<file path="config.mk">
export PLATFORM = sky130hd
export DESIGN_NAME = irrx_fifo_irq
export DESIGN_NICKNAME = d
export VERILOG_FILES = /design/src/rtl/irrx_pkg.sv /design/src/rtl/irrx_sym_fifo.sv /design/src/rtl/irrx_evt_flags.sv /design/src/rtl/irrx_cfg_regs.sv /design/src/rtl/irrx_fifo_irq.sv
export SDC_FILE = /design/constraint.sdc
export NUM_CORES = 1
export LEC_CHECK = 0
export ABC_AREA = 1
export BUFFER_PORTS_ARGS = -buffer_cell sky130_fd_sc_hd__clkbuf_2
export CAP_MARGIN = 20
export CORE_MARGIN = 2
export CORE_UTILIZATION = 25
export CTS_BUF_LIST = sky130_fd_sc_hd__clkbuf_4 sky130_fd_sc_hd__clkbuf_8
export CTS_CLUSTER_DIAMETER = 80
export DETAILED_ROUTE_END_ITERATION = 8
export PLACE_DENSITY = 0.48
export SLEW_MARGIN = 20
export SYNTH_ARGS = -nofsm -noshare
export SYNTH_HDL_FRONTEND = slang
export SYNTH_SLANG_ARGS = --single-unit
export TNS_END_PERCENT = 30
</file>
<file path="constraint.sdc">
create_clock -name clk -period 2.2 [get_ports clk]
set_input_delay 0.22 -clock clk [delete_from_list [all_inputs] [get_ports clk]]
set_output_delay 0.22 -clock clk [all_outputs]
set_load 0.005 [all_outputs]
</file>
<file path="src/rtl/irrx_pkg.sv">
package irrx_pkg;
  localparam int ADDR_W = 6;

  localparam logic [ADDR_W-1:0] OFS_CTRL  = 6'h00;
  localparam logic [ADDR_W-1:0] OFS_RXCFG = 6'h10;
  localparam logic [ADDR_W-1:0] OFS_DATA  = 6'h20;
  localparam logic [ADDR_W-1:0] OFS_IEN   = 6'h2C;
  localparam logic [ADDR_W-1:0] OFS_STAT  = 6'h30;
  localparam logic [ADDR_W-1:0] OFS_SAMP  = 6'h34;

  // bit positions inside status and interrupt-enable words
  localparam int POS_OVF = 0;
  localparam int POS_PKT = 1;
  localparam int POS_DAV = 4;
  localparam int POS_CNT = 8;

  // index of each event inside the packed flag vector
  localparam int EV_OVF = 0;
  localparam int EV_PKT = 1;
  localparam int EV_DAV = 2;
  localparam int N_EV   = 3;

  typedef struct packed {
    logic [1:0] mode;
    logic       rx_on;
    logic       blk_on;
  } ctrl_t;

  typedef struct packed {
    logic [5:0] noise;
    logic [7:0] idle;
  } samp_t;
endpackage

</file>
<file path="src/rtl/irrx_sym_fifo.sv">
module irrx_sym_fifo #(
  parameter int DEPTH = 16,
  parameter int DW    = 8,
  localparam int AW    = $clog2(DEPTH),
  localparam int CNT_W = AW + 1
) (
  input  logic             clk,
  input  logic             rst_n,
  input  logic             push,
  input  logic [DW-1:0]    din,
  input  logic             pop,
  output logic [DW-1:0]    head,
  output logic [CNT_W-1:0] count,
  output logic             full,
  output logic             empty
);
  localparam logic [CNT_W-1:0] FULL_CNT = CNT_W'(DEPTH);

  logic [DW-1:0]    mem [DEPTH];
  logic [AW-1:0]    wr_ptr_q, wr_ptr_d;
  logic [AW-1:0]    rd_ptr_q, rd_ptr_d;
  logic [CNT_W-1:0] cnt_q, cnt_d;
  logic             do_push, do_pop;

  assign full    = (cnt_q == FULL_CNT);
  assign empty   = (cnt_q == '0);
  assign do_push = push && !full;
  assign do_pop  = pop && !empty;

  always_comb begin
    wr_ptr_d = wr_ptr_q;
    rd_ptr_d = rd_ptr_q;
    cnt_d    = cnt_q;
    if (do_push) wr_ptr_d = wr_ptr_q + 1'b1;
    if (do_pop)  rd_ptr_d = rd_ptr_q + 1'b1;
    case ({do_push, do_pop})
      2'b10:   cnt_d = cnt_q + 1'b1;
      2'b01:   cnt_d = cnt_q - 1'b1;
      default: cnt_d = cnt_q;
    endcase
  end

  always_ff @(posedge clk or negedge rst_n) begin
    if (!rst_n) begin
      wr_ptr_q <= '0;
      rd_ptr_q <= '0;
      cnt_q    <= '0;
    end else begin
      wr_ptr_q <= wr_ptr_d;
      rd_ptr_q <= rd_ptr_d;
      cnt_q    <= cnt_d;
    end
  end

  // storage carries no reset; only written entries are ever read out
  always_ff @(posedge clk) begin
    if (do_push) mem[wr_ptr_q] <= din;
  end

  assign head  = mem[rd_ptr_q];
  assign count = cnt_q;
endmodule

</file>
<file path="src/rtl/irrx_evt_flags.sv">
module irrx_evt_flags #(
  parameter int NF = 3
) (
  input  logic          clk,
  input  logic          rst_n,
  input  logic [NF-1:0] set_ev,
  input  logic [NF-1:0] clr_ev,
  output logic [NF-1:0] flags
);
  logic [NF-1:0] flg_q, flg_d;

  for (genvar g = 0; g < NF; g++) begin : g_flag
    // a clear wins in its own cycle; a standing condition re-sets afterwards
    always_comb begin
      if (clr_ev[g]) flg_d[g] = 1'b0;
      else           flg_d[g] = flg_q[g] | set_ev[g];
    end
  end

  always_ff @(posedge clk or negedge rst_n) begin
    if (!rst_n) flg_q <= '0;
    else        flg_q <= flg_d;
  end

  assign flags = flg_q;
endmodule

</file>
<file path="src/rtl/irrx_cfg_regs.sv">
module irrx_cfg_regs
  import irrx_pkg::*;
#(
  parameter int CNT_W = 5
) (
  input  logic              clk,
  input  logic              rst_n,
  input  logic              wr,
  input  logic [ADDR_W-1:0] addr,
  input  logic [31:0]       wdata,
  output ctrl_t             ctrl,
  output logic              invert,
  output samp_t             samp,
  output logic [N_EV-1:0]   ien,
  output logic [CNT_W-1:0]  trig
);
  ctrl_t            ctrl_q, ctrl_d;
  logic             inv_q, inv_d;
  samp_t            samp_q, samp_d;
  logic [N_EV-1:0]  ien_q, ien_d;
  logic [CNT_W-1:0] trig_q, trig_d;
  logic             wdata_unused;

  assign wdata_unused = ^wdata[31:16];

  always_comb begin
    ctrl_d = ctrl_q;
    inv_d  = inv_q;
    samp_d = samp_q;
    ien_d  = ien_q;
    trig_d = trig_q;
    if (wr) begin
      case (addr)
        OFS_CTRL: begin
          ctrl_d.blk_on = wdata[0];
          ctrl_d.rx_on  = wdata[1];
          ctrl_d.mode   = wdata[5:4];
        end
        OFS_RXCFG: inv_d = wdata[2];
        OFS_IEN: begin
          ien_d[EV_OVF] = wdata[POS_OVF];
          ien_d[EV_PKT] = wdata[POS_PKT];
          ien_d[EV_DAV] = wdata[POS_DAV];
          trig_d        = wdata[POS_CNT +: CNT_W];
        end
        OFS_SAMP: begin
          samp_d.noise = wdata[7:2];
          samp_d.idle  = wdata[15:8];
        end
        default: ;
      endcase
    end
  end

  always_ff @(posedge clk or negedge rst_n) begin
    if (!rst_n) begin
      ctrl_q <= '0;
      inv_q  <= 1'b0;
      samp_q <= '0;
      ien_q  <= '0;
      trig_q <= '0;
    end else begin
      ctrl_q <= ctrl_d;
      inv_q  <= inv_d;
      samp_q <= samp_d;
      ien_q  <= ien_d;
      trig_q <= trig_d;
    end
  end

  assign ctrl   = ctrl_q;
  assign invert = inv_q;
  assign samp   = samp_q;
  assign ien    = ien_q;
  assign trig   = trig_q;
endmodule

</file>
<file path="src/rtl/irrx_fifo_irq.sv">
module irrx_fifo_irq
  import irrx_pkg::*;
#(
  parameter int DEPTH = 16,
  localparam int CNT_W = $clog2(DEPTH) + 1
) (
  input  logic              clk,
  input  logic              rst_n,
  input  logic              sym_valid,
  input  logic [7:0]        sym_data,
  input  logic              pkt_end,
  input  logic [ADDR_W-1:0] reg_addr,
  input  logic              reg_wr,
  input  logic [31:0]       reg_wdata,
  input  logic              reg_rd,
  output logic [31:0]       reg_rdata,
  output logic              irq,
  output logic [1:0]        cir_mode,
  output logic              rx_invert,
  output logic [5:0]        noise_thr,
  output logic [7:0]        idle_thr
);
  // asynchronous assertion, synchronous release
  logic rst_meta_q, rst_sync_n;
  always_ff @(posedge clk or negedge rst_n) begin
    if (!rst_n) begin
      rst_meta_q <= 1'b0;
      rst_sync_n <= 1'b0;
    end else begin
      rst_meta_q <= 1'b1;
      rst_sync_n <= rst_meta_q;
    end
  end

  ctrl_t            ctrl_v;
  samp_t            samp_v;
  logic             inv_v;
  logic [N_EV-1:0]  ien_mask;
  logic [CNT_W-1:0] trig_lvl;

  irrx_cfg_regs #(.CNT_W(CNT_W)) u_cfg (
    .clk    (clk),
    .rst_n  (rst_sync_n),
    .wr     (reg_wr),
    .addr   (reg_addr),
    .wdata  (reg_wdata),
    .ctrl   (ctrl_v),
    .invert (inv_v),
    .samp   (samp_v),
    .ien    (ien_mask),
    .trig   (trig_lvl)
  );

  logic             rx_live;
  logic             fifo_push, fifo_pop;
  logic [7:0]       fifo_head;
  logic [CNT_W-1:0] fill_cnt;
  logic             fifo_full, fifo_empty;

  assign rx_live   = ctrl_v.blk_on && ctrl_v.rx_on;
  assign fifo_push = rx_live && sym_valid;
  assign fifo_pop  = reg_rd && (reg_addr == OFS_DATA);

  irrx_sym_fifo #(.DEPTH(DEPTH), .DW(8)) u_fifo (
    .clk   (clk),
    .rst_n (rst_sync_n),
    .push  (fifo_push),
    .din   (sym_data),
    .pop   (fifo_pop),
    .head  (fifo_head),
    .count (fill_cnt),
    .full  (fifo_full),
    .empty (fifo_empty)
  );

  logic [N_EV-1:0] ev_set, ev_clr, flag_q;
  logic            stat_wr;

  assign stat_wr = reg_wr && (reg_addr == OFS_STAT);

  always_comb begin
    ev_set         = '0;
    ev_set[EV_OVF] = fifo_push && fifo_full;
    ev_set[EV_PKT] = rx_live && pkt_end;
    ev_set[EV_DAV] = (fill_cnt > trig_lvl);
    ev_clr         = '0;
    ev_clr[EV_OVF] = stat_wr && reg_wdata[POS_OVF];
    ev_clr[EV_PKT] = stat_wr && reg_wdata[POS_PKT];
    ev_clr[EV_DAV] = stat_wr && reg_wdata[POS_DAV];
  end

  irrx_evt_flags #(.NF(N_EV)) u_flags (
    .clk    (clk),
    .rst_n  (rst_sync_n),
    .set_ev (ev_set),
    .clr_ev (ev_clr),
    .flags  (flag_q)
  );

  assign irq = |(flag_q & ien_mask);

  always_comb begin
    reg_rdata = '0;
    case (reg_addr)
      OFS_CTRL: begin
        reg_rdata[0]   = ctrl_v.blk_on;
        reg_rdata[1]   = ctrl_v.rx_on;
        reg_rdata[5:4] = ctrl_v.mode;
      end
      OFS_RXCFG: reg_rdata[2] = inv_v;
      OFS_DATA:  reg_rdata[7:0] = fifo_empty ? 8'h00 : fifo_head;
      OFS_IEN: begin
        reg_rdata[POS_OVF]          = ien_mask[EV_OVF];
        reg_rdata[POS_PKT]          = ien_mask[EV_PKT];
        reg_rdata[POS_DAV]          = ien_mask[EV_DAV];
        reg_rdata[POS_CNT +: CNT_W] = trig_lvl;
      end
      OFS_STAT: begin
        reg_rdata[POS_OVF]          = flag_q[EV_OVF];
        reg_rdata[POS_PKT]          = flag_q[EV_PKT];
        reg_rdata[POS_DAV]          = flag_q[EV_DAV];
        reg_rdata[POS_CNT +: CNT_W] = fill_cnt;
      end
      OFS_SAMP: begin
        reg_rdata[7:2]  = samp_v.noise;
        reg_rdata[15:8] = samp_v.idle;
      end
      default: ;
    endcase
  end

  assign cir_mode  = ctrl_v.mode;
  assign rx_invert = inv_v;
  assign noise_thr = samp_v.noise;
  assign idle_thr  = samp_v.idle;
endmodule

</file>
# After elaboration in Yosys (flattened, before gate mapping)
# Memory sizes are Yosys's and may differ from the RTL's.
# Cells that the tools add are included.
totals:
  ff_bits: 45
  mem_bits_rw: 128
  input_bits: 52
  out_inout_bits: 50
  mem_count: 1
mem_list:
  columns: ["memory", "depth", "word_bits", "read_ports", "rd_clocked_by_memory_dff", "write_ports", "line", "text"]
  rows:
  - ["u_fifo.mem", 16, 8, 1, 0, 1, "irrx_sym_fifo.sv:19", "logic [DW-1:0] mem [DEPTH];"]
op_classes:
  addsub: 4
  order_cmp: 1
  n_eq_ne: 8
  muxes: 15
  n_bitwise: 4
  reduce_logical: 21
op_table:
  columns: ["cell", "count"]
  rows:
  - ["equality test 6 bit (second input constant)", 4]
  - ["case mux 5 bit (3 select lines)", 1]
  - ["logical AND 1 bit", 11]
  - ["case mux 5 bit (2 select lines)", 1]
  - ["adder 4 x 1 -> 4 bit (second input constant)", 2]
  - ["2-to-1 mux 8 bit", 1]
  - ["case mux 2 bit (4 select lines)", 1]
  - ["AND reduction 2 bit", 4]
  - ["equality test 6 x 5 -> 1 bit (second input constant)", 1]
  - ["logical NOT 6 bit", 1]
  - ["case mux 1 bit (3 select lines)", 2]
  - ["adder 5 x 1 -> 5 bit (second input constant)", 1]
  - ["equality test 5 bit (second input constant)", 1]
  - ["> comparator 5 bit", 1]
  - ["logical NOT 5 bit", 1]
  - ["2-to-1 mux 1 bit", 5]
  - ["case mux 1 bit (5 select lines)", 1]
  - ["subtractor 5 x 1 -> 5 bit (second input constant)", 1]
  - ["case mux 2 bit (2 select lines)", 1]
  - ["AND 3 bit", 1]
  - ["2-to-1 mux 3 bit", 1]
  - ["bitwise OR 1 bit", 3]
  - ["OR reduction 3 bit", 1]
  - ["equality test 2 x 1 -> 1 bit (second input constant)", 1]
  - ["4 further kinds", 5]

# Depth between registers and ports, before layout
logic_depth:
  depth_word: 5
  ltp_mapped: 17
  depth_no_buf: 17

# Hierarchy
# A second synthesis with hierarchy kept.
unflattened:
  cells_unflattened: 908
  area_unflattened_um2: 8421.8
by_module_without_submodules:
  columns: ["module", "n_inst", "cells_per_inst", "area_each_um2", "seq_area_each_um2"]
  rows:
  - ["irrx_sym_fifo", 1, 621, 6236.0, 4169.0]
  - ["irrx_cfg_regs", 1, 135, 1204.9, 675.6]
  - ["irrx_fifo_irq", 1, 143, 883.3, 50.0]
  - ["irrx_evt_flags", 1, 9, 97.6, 75.1]

# Worst setup path after synthesis
# No wires, ideal clock.
synth_path:
  kind: "register to register"
  startpoint: "reg u_fifo.cnt_q[1], in the netlist u_fifo.count[1]"
  endpoint: "reg u_fifo.cnt_q[4], in the netlist u_fifo.count[4]"
  setup_ns: 0.117
  t_arrival_ns: 2.073
  required_time_ns: 2.083
  slack_ns: 0.010
  path_stages_with_launch: 17
  path_buffers: 0
  period_less_slack_ns: 2.190
  cell_sequence: "dfrtp_1 nor2_1 nand3_1 nor2_1 nor2_4 nand2_4 clkinv_2 ha_1 xor2_1 ha_1 inv_1 nand2_1 nand3_1 nand2_1 xor2_1 nand2_1 nand2_1"
synth_between:
  elab_chain_cells: 5
  elab_cells_between_ends: 12
  cone_classes: "add/sub: 2; eq/ne: 3; mux: 1; reduce/logical: 6"
synth_lines:
  columns: ["element", "line", "text"]
  rows:
  - ["start, declared", "irrx_sym_fifo.sv:22", "logic [CNT_W-1:0] cnt_q, cnt_d;"]
  - ["start signal, assigned", "irrx_sym_fifo.sv:51", "cnt_q <= cnt_d;"]
  - ["logical NOT 5 bit *", "irrx_sym_fifo.sv:26", "assign empty = (cnt_q == '0);"]
  - ["logical NOT 1 bit *", "irrx_sym_fifo.sv:28", "assign do_pop = pop && !empty;"]
  - ["logical AND 1 bit *", "irrx_sym_fifo.sv:28", null]
  - ["net u_fifo.do_pop", "irrx_sym_fifo.sv:23", "logic do_push, do_pop;"]
  - ["equality test 2 x 1 -> 1 bit / equality test 2 bit (equally long branches)", "irrx_sym_fifo.sv:36", "case ({do_push, do_pop})"]
  - ["case mux 5 bit (2 select lines) / nonzero test 2 bit (equally long branches)", null, null]
# The timed path passes the listed nets; every way through them passes the cells marked *.
# A chain may end at the register's enable or synchronous reset.

# Worst setup path after layout
layout_path:
  startpoint: "reg u_fifo.rd_ptr_q[0]"
  endpoint: "out reg_rdata[1]"
layout_between:
  elab_chain_cells: 3
layout_lines:
  columns: ["element", "line", "text"]
  rows:
  - ["start, declared", "irrx_sym_fifo.sv:21", "logic [AW-1:0] rd_ptr_q, rd_ptr_d;"]
  - ["start signal, assigned", "irrx_sym_fifo.sv:50", "rd_ptr_q <= rd_ptr_d;"]
  - ["memory (16 x 8 bit)", null, null]
  - ["2-to-1 mux 8 bit", "irrx_fifo_irq.sv:111", "OFS_DATA: reg_rdata[7:0] = fifo_empty ? 8'h00 : fifo_head;"]
  - ["case mux 2 bit (4 select lines)", "irrx_fifo_irq.sv:104", "case (reg_addr)"]
  - ["end, declared", "irrx_fifo_irq.sv:16", "output logic [31:0] reg_rdata,"]
# Every way passes these cells.

==> run metrics <==
first-pass GRT wire length 33.4 mm; Finish-stage setup viols 4; DRT met1 WL 9.36 mm; register share of total power 43.3%; effective utilization at floorplan 25.4%; CTS tree done; final hold vios 0; setup repair after global routing missed its margin yes; total die area 34,700 um^2; non-filler cells, final 1,441; Row Count 66; vias in the first global route 5,986; CP Capture Point reg_rdata[1]; largest net degree at the start of global routing 35; Yosys top cell area share 46.3%; WL final 21.5 mm; Clock transition at path regs 0.09 ns; DR DRC count 0; Switching Share 33.4%; largest area contributor in the netlist edfxtp_1; violated checks setup timing; worst slack at placement -0.0418 ns; CTS Buffer Depth 2; HPWL after DPL 13.7 mm; WL/cell 14.9 um; Fin Clk Skew 0.0101 ns; VDD IR max 0.448 mV; Max Cap Viol 0; CP Launch Point u_fifo.rd_ptr_q[0]; endpoint class of the critical path primary output; Req. time, crit path 1.98 ns; total number of yosys warnings 0; Worst-Skew Late Latency 0.46 ns; synthesized area per cell 9.58 um^2; Antenna Cells 0; worst-margin pin slew 0.541 ns; Mapped Area 8300 um^2; Post-Synthesis Cells 866; met3 WL post-DR 555 um; total CTS buffers 17; Setup Crit Path Kind flop to primary output; Yosys reg bits 173; Area Growth Syn to Fin 25.4%; Port Buffers 69; Die X 186 um; Distinct cells, synth 40; sequential fraction of the synthesis area 59.9%; Power Internal 5.81 mW; net switching power 2.91 mW; die height 186 um; slew margin rel. 63.9%; clock root buffer clkbuf_8; routed vias 6,003; initial antenna violation count 0; R2R Path Start u_fifo.count[1]; status finished with violations; Total Neg Setup Slack -0.0530 ns; Final nets 1,053; Worst Path Max Fanout 12; Final min period 2.24 ns; router iterations before antenna repair 5; Num Clock Sinks 173; layout cells sized above 1 26.6%; post-route ant nets 0; PD cells 838 nW/um^2; global route total overflow 0; Leakage Power 4.76 nW; routability cong. 0.777; Tot GR Track Use 13.0%; FF-to-FF path depth 16; Final Cycle Share 102%; main area contributors after synthesis edfxtp_1 (46%), dfrtp_1 (14%), nand2_1 (12%); Met2 Wirelength 11.2 mm; H-tree levels 4; CP Launch Type flop; CP arrival 2.02 ns; post-layout instance area 10,400 um^2; Layout Utilization 31.9%; number of placed I/O pins 102; Comb pwr share 29.7%; placed cells 1,387; Final Max Tran Viols 0; Hold Path Class primary input to flop; Via density 4.17; Core Area 32,600 um^2; First DRT Iteration DRCs 310; setup slack after layout -0.0437 ns; placed instance area 9320 um^2; reg-to-reg endpoint u_fifo.count[4]; R2R Setup Slk 0.09 ns; Highest Signal Layer met4; Max Fclk 446 MHz; power share of the clock group 27.0%
[power by group through the flow]
stage               Clock [mW]  Sequential [mW]  Combinational (mW)
detailed placement           0             3.84                2.03
CTS                       2.42             3.78                2.54
global route              2.53             3.80                2.87
finish                    2.36             3.78                2.59
global placement             0             3.84                2.02
floorplan                    0             3.83                1.29
[worst min path at each step]
stage           start            endpoint  slack [ns]  depth (start not counted)
4_1_cts        reg_rd  u_fifo.rd_ptr_q[0]        0.01                          3
2_1_floorplan   rst_n          rst_meta_q       -0.08                          0
6_report       reg_rd  u_fifo.rd_ptr_q[0]        0.04                          3
5_1_grt        reg_rd  u_fifo.rd_ptr_q[0]        0.01                          3
3_3_place_gp    rst_n          rst_meta_q       0.006                          1
3_5_place_dp    rst_n          rst_meta_q       0.008                          1
[synth_stat cells]
cell,count
nor2_4,3
dfrtp_1,45
nand2_1,264
clkinv_2,2
buf_2,22
inv_2,2
o22ai_1,1
mux2_4,3
nand3_2,1
a31oi_1,1
nor3_4,1
o221ai_1,2
inv_1,142
nor2_1,17
nor2_2,3
a21boi_0,1
conb_1,2
edfxtp_1,128
nand2_2,6
nand3_1,107
a21oi_2,3
o21ai_0,8
clkinv_1,2
a22oi_1,2
nand2_4,3
clkbuf_1,3
a22o_1,1
o21ai_1,4
nand4_1,1
o211ai_1,4
o21bai_1,1
nor3_1,12
buf_6,3
buf_4,20
and3_1,1
xnor2_1,1
ha_1,14
xor2_1,8
o21ai_2,13
a21oi_1,9
[cell usage in the layout (no fill, tap or decap), types with 4 or more instances in the layout]
cell and count:
o21ai_2 13, a21oi_1 9, nand3_2 49, nand2_2 26
inv_1 140, buf_4 36, clkbuf_2 66, dfrtp_1 43
o21ai_0 8, nor2_1 15, clkinv_1 4, dlygate4sd3_1 15
nor3_1 12, o21ai_1 4, xor2_1 7, conb_1 17
nor2_2 5, nand3_1 59, buf_12 6, clkbuf_8 17
nand2_1 244, ha_1 13, edfxtp_1 128, clkinv_4 5
o211ai_1 4
[flip-flops by register name, indices dropped and copies added, names as in the netlist]
register         flops
u_fifo.rd_ptr_q      4
u_fifo.mem         128
u_cfg.ien            3
rst_meta_q           1
u_fifo.count         5
u_flags.flags        3
u_cfg.invert         1
u_cfg.samp          14
rst_sync_n           1
u_cfg.ctrl           4
u_fifo.wr_ptr_q      4
u_cfg.trig           5
[critical path, cell delays in order, from the launching register on]
cell	delay (ns)
dfrtp_2	0.45
clkinv_4	0.12
buf_12	0.16
buf_16	0.14
nand2_1	0.06
nand3_1	0.07
nand3_1	0.09
nand3_2	0.13
nand2_2	0.10
nand2_1	0.06
nand2_1	0.07
clkbuf_2	0.12
[metal layers]
layer / GRT usage (%) / up-vias
met2: 23.1 / 97
met3: 1.93 / 29
met1: 16.0 / 2887
met4: 4.50 / 0
met5: 0 / -
li1: - / 2990
[cell type report]
type	count	area (um^2)
fill	3393	22200
sequential	173	4970
multi-input combinational	512	2830
timing repair buffer	135	1070
inverter	148	563
tap	442	553
clock buffer	18	241
clock inverter	13	166
[cell families after synthesis]
family | synth area share (%)
AOI/OAI and AO/OA | 4.15
adders and majority gates | 2.11
xor gates and xnor gates | 0.950
other | 0.0905
and+or+nand+nor | 21.9
buffers and inverters | 10.4
muxes | 0.543
DFF | 59.9
[timing repair]
action                                  in CTS  in global routing
pin swaps                                    7                 22
setup buffers                                4                  0
hold buffers                                15                  0
gates resized for setup                     54                 36
cloned                                       5                  1
endpoints found under the setup margin      10                 11
endpoints found under the hold margin       21                  0
[through the flow]
stage | hold WS [ns] | power, mW
finish | 0.0381 | 8.72
global placement | 0.00619 | 5.85
CTS | 0.0107 | 8.74
detailed placement | 0.00777 | 5.87
floorplan | -0.0756 | 5.12
global route | 0.0141 | 9.19
Note: power is estimated with default switching activity, not from simulation.
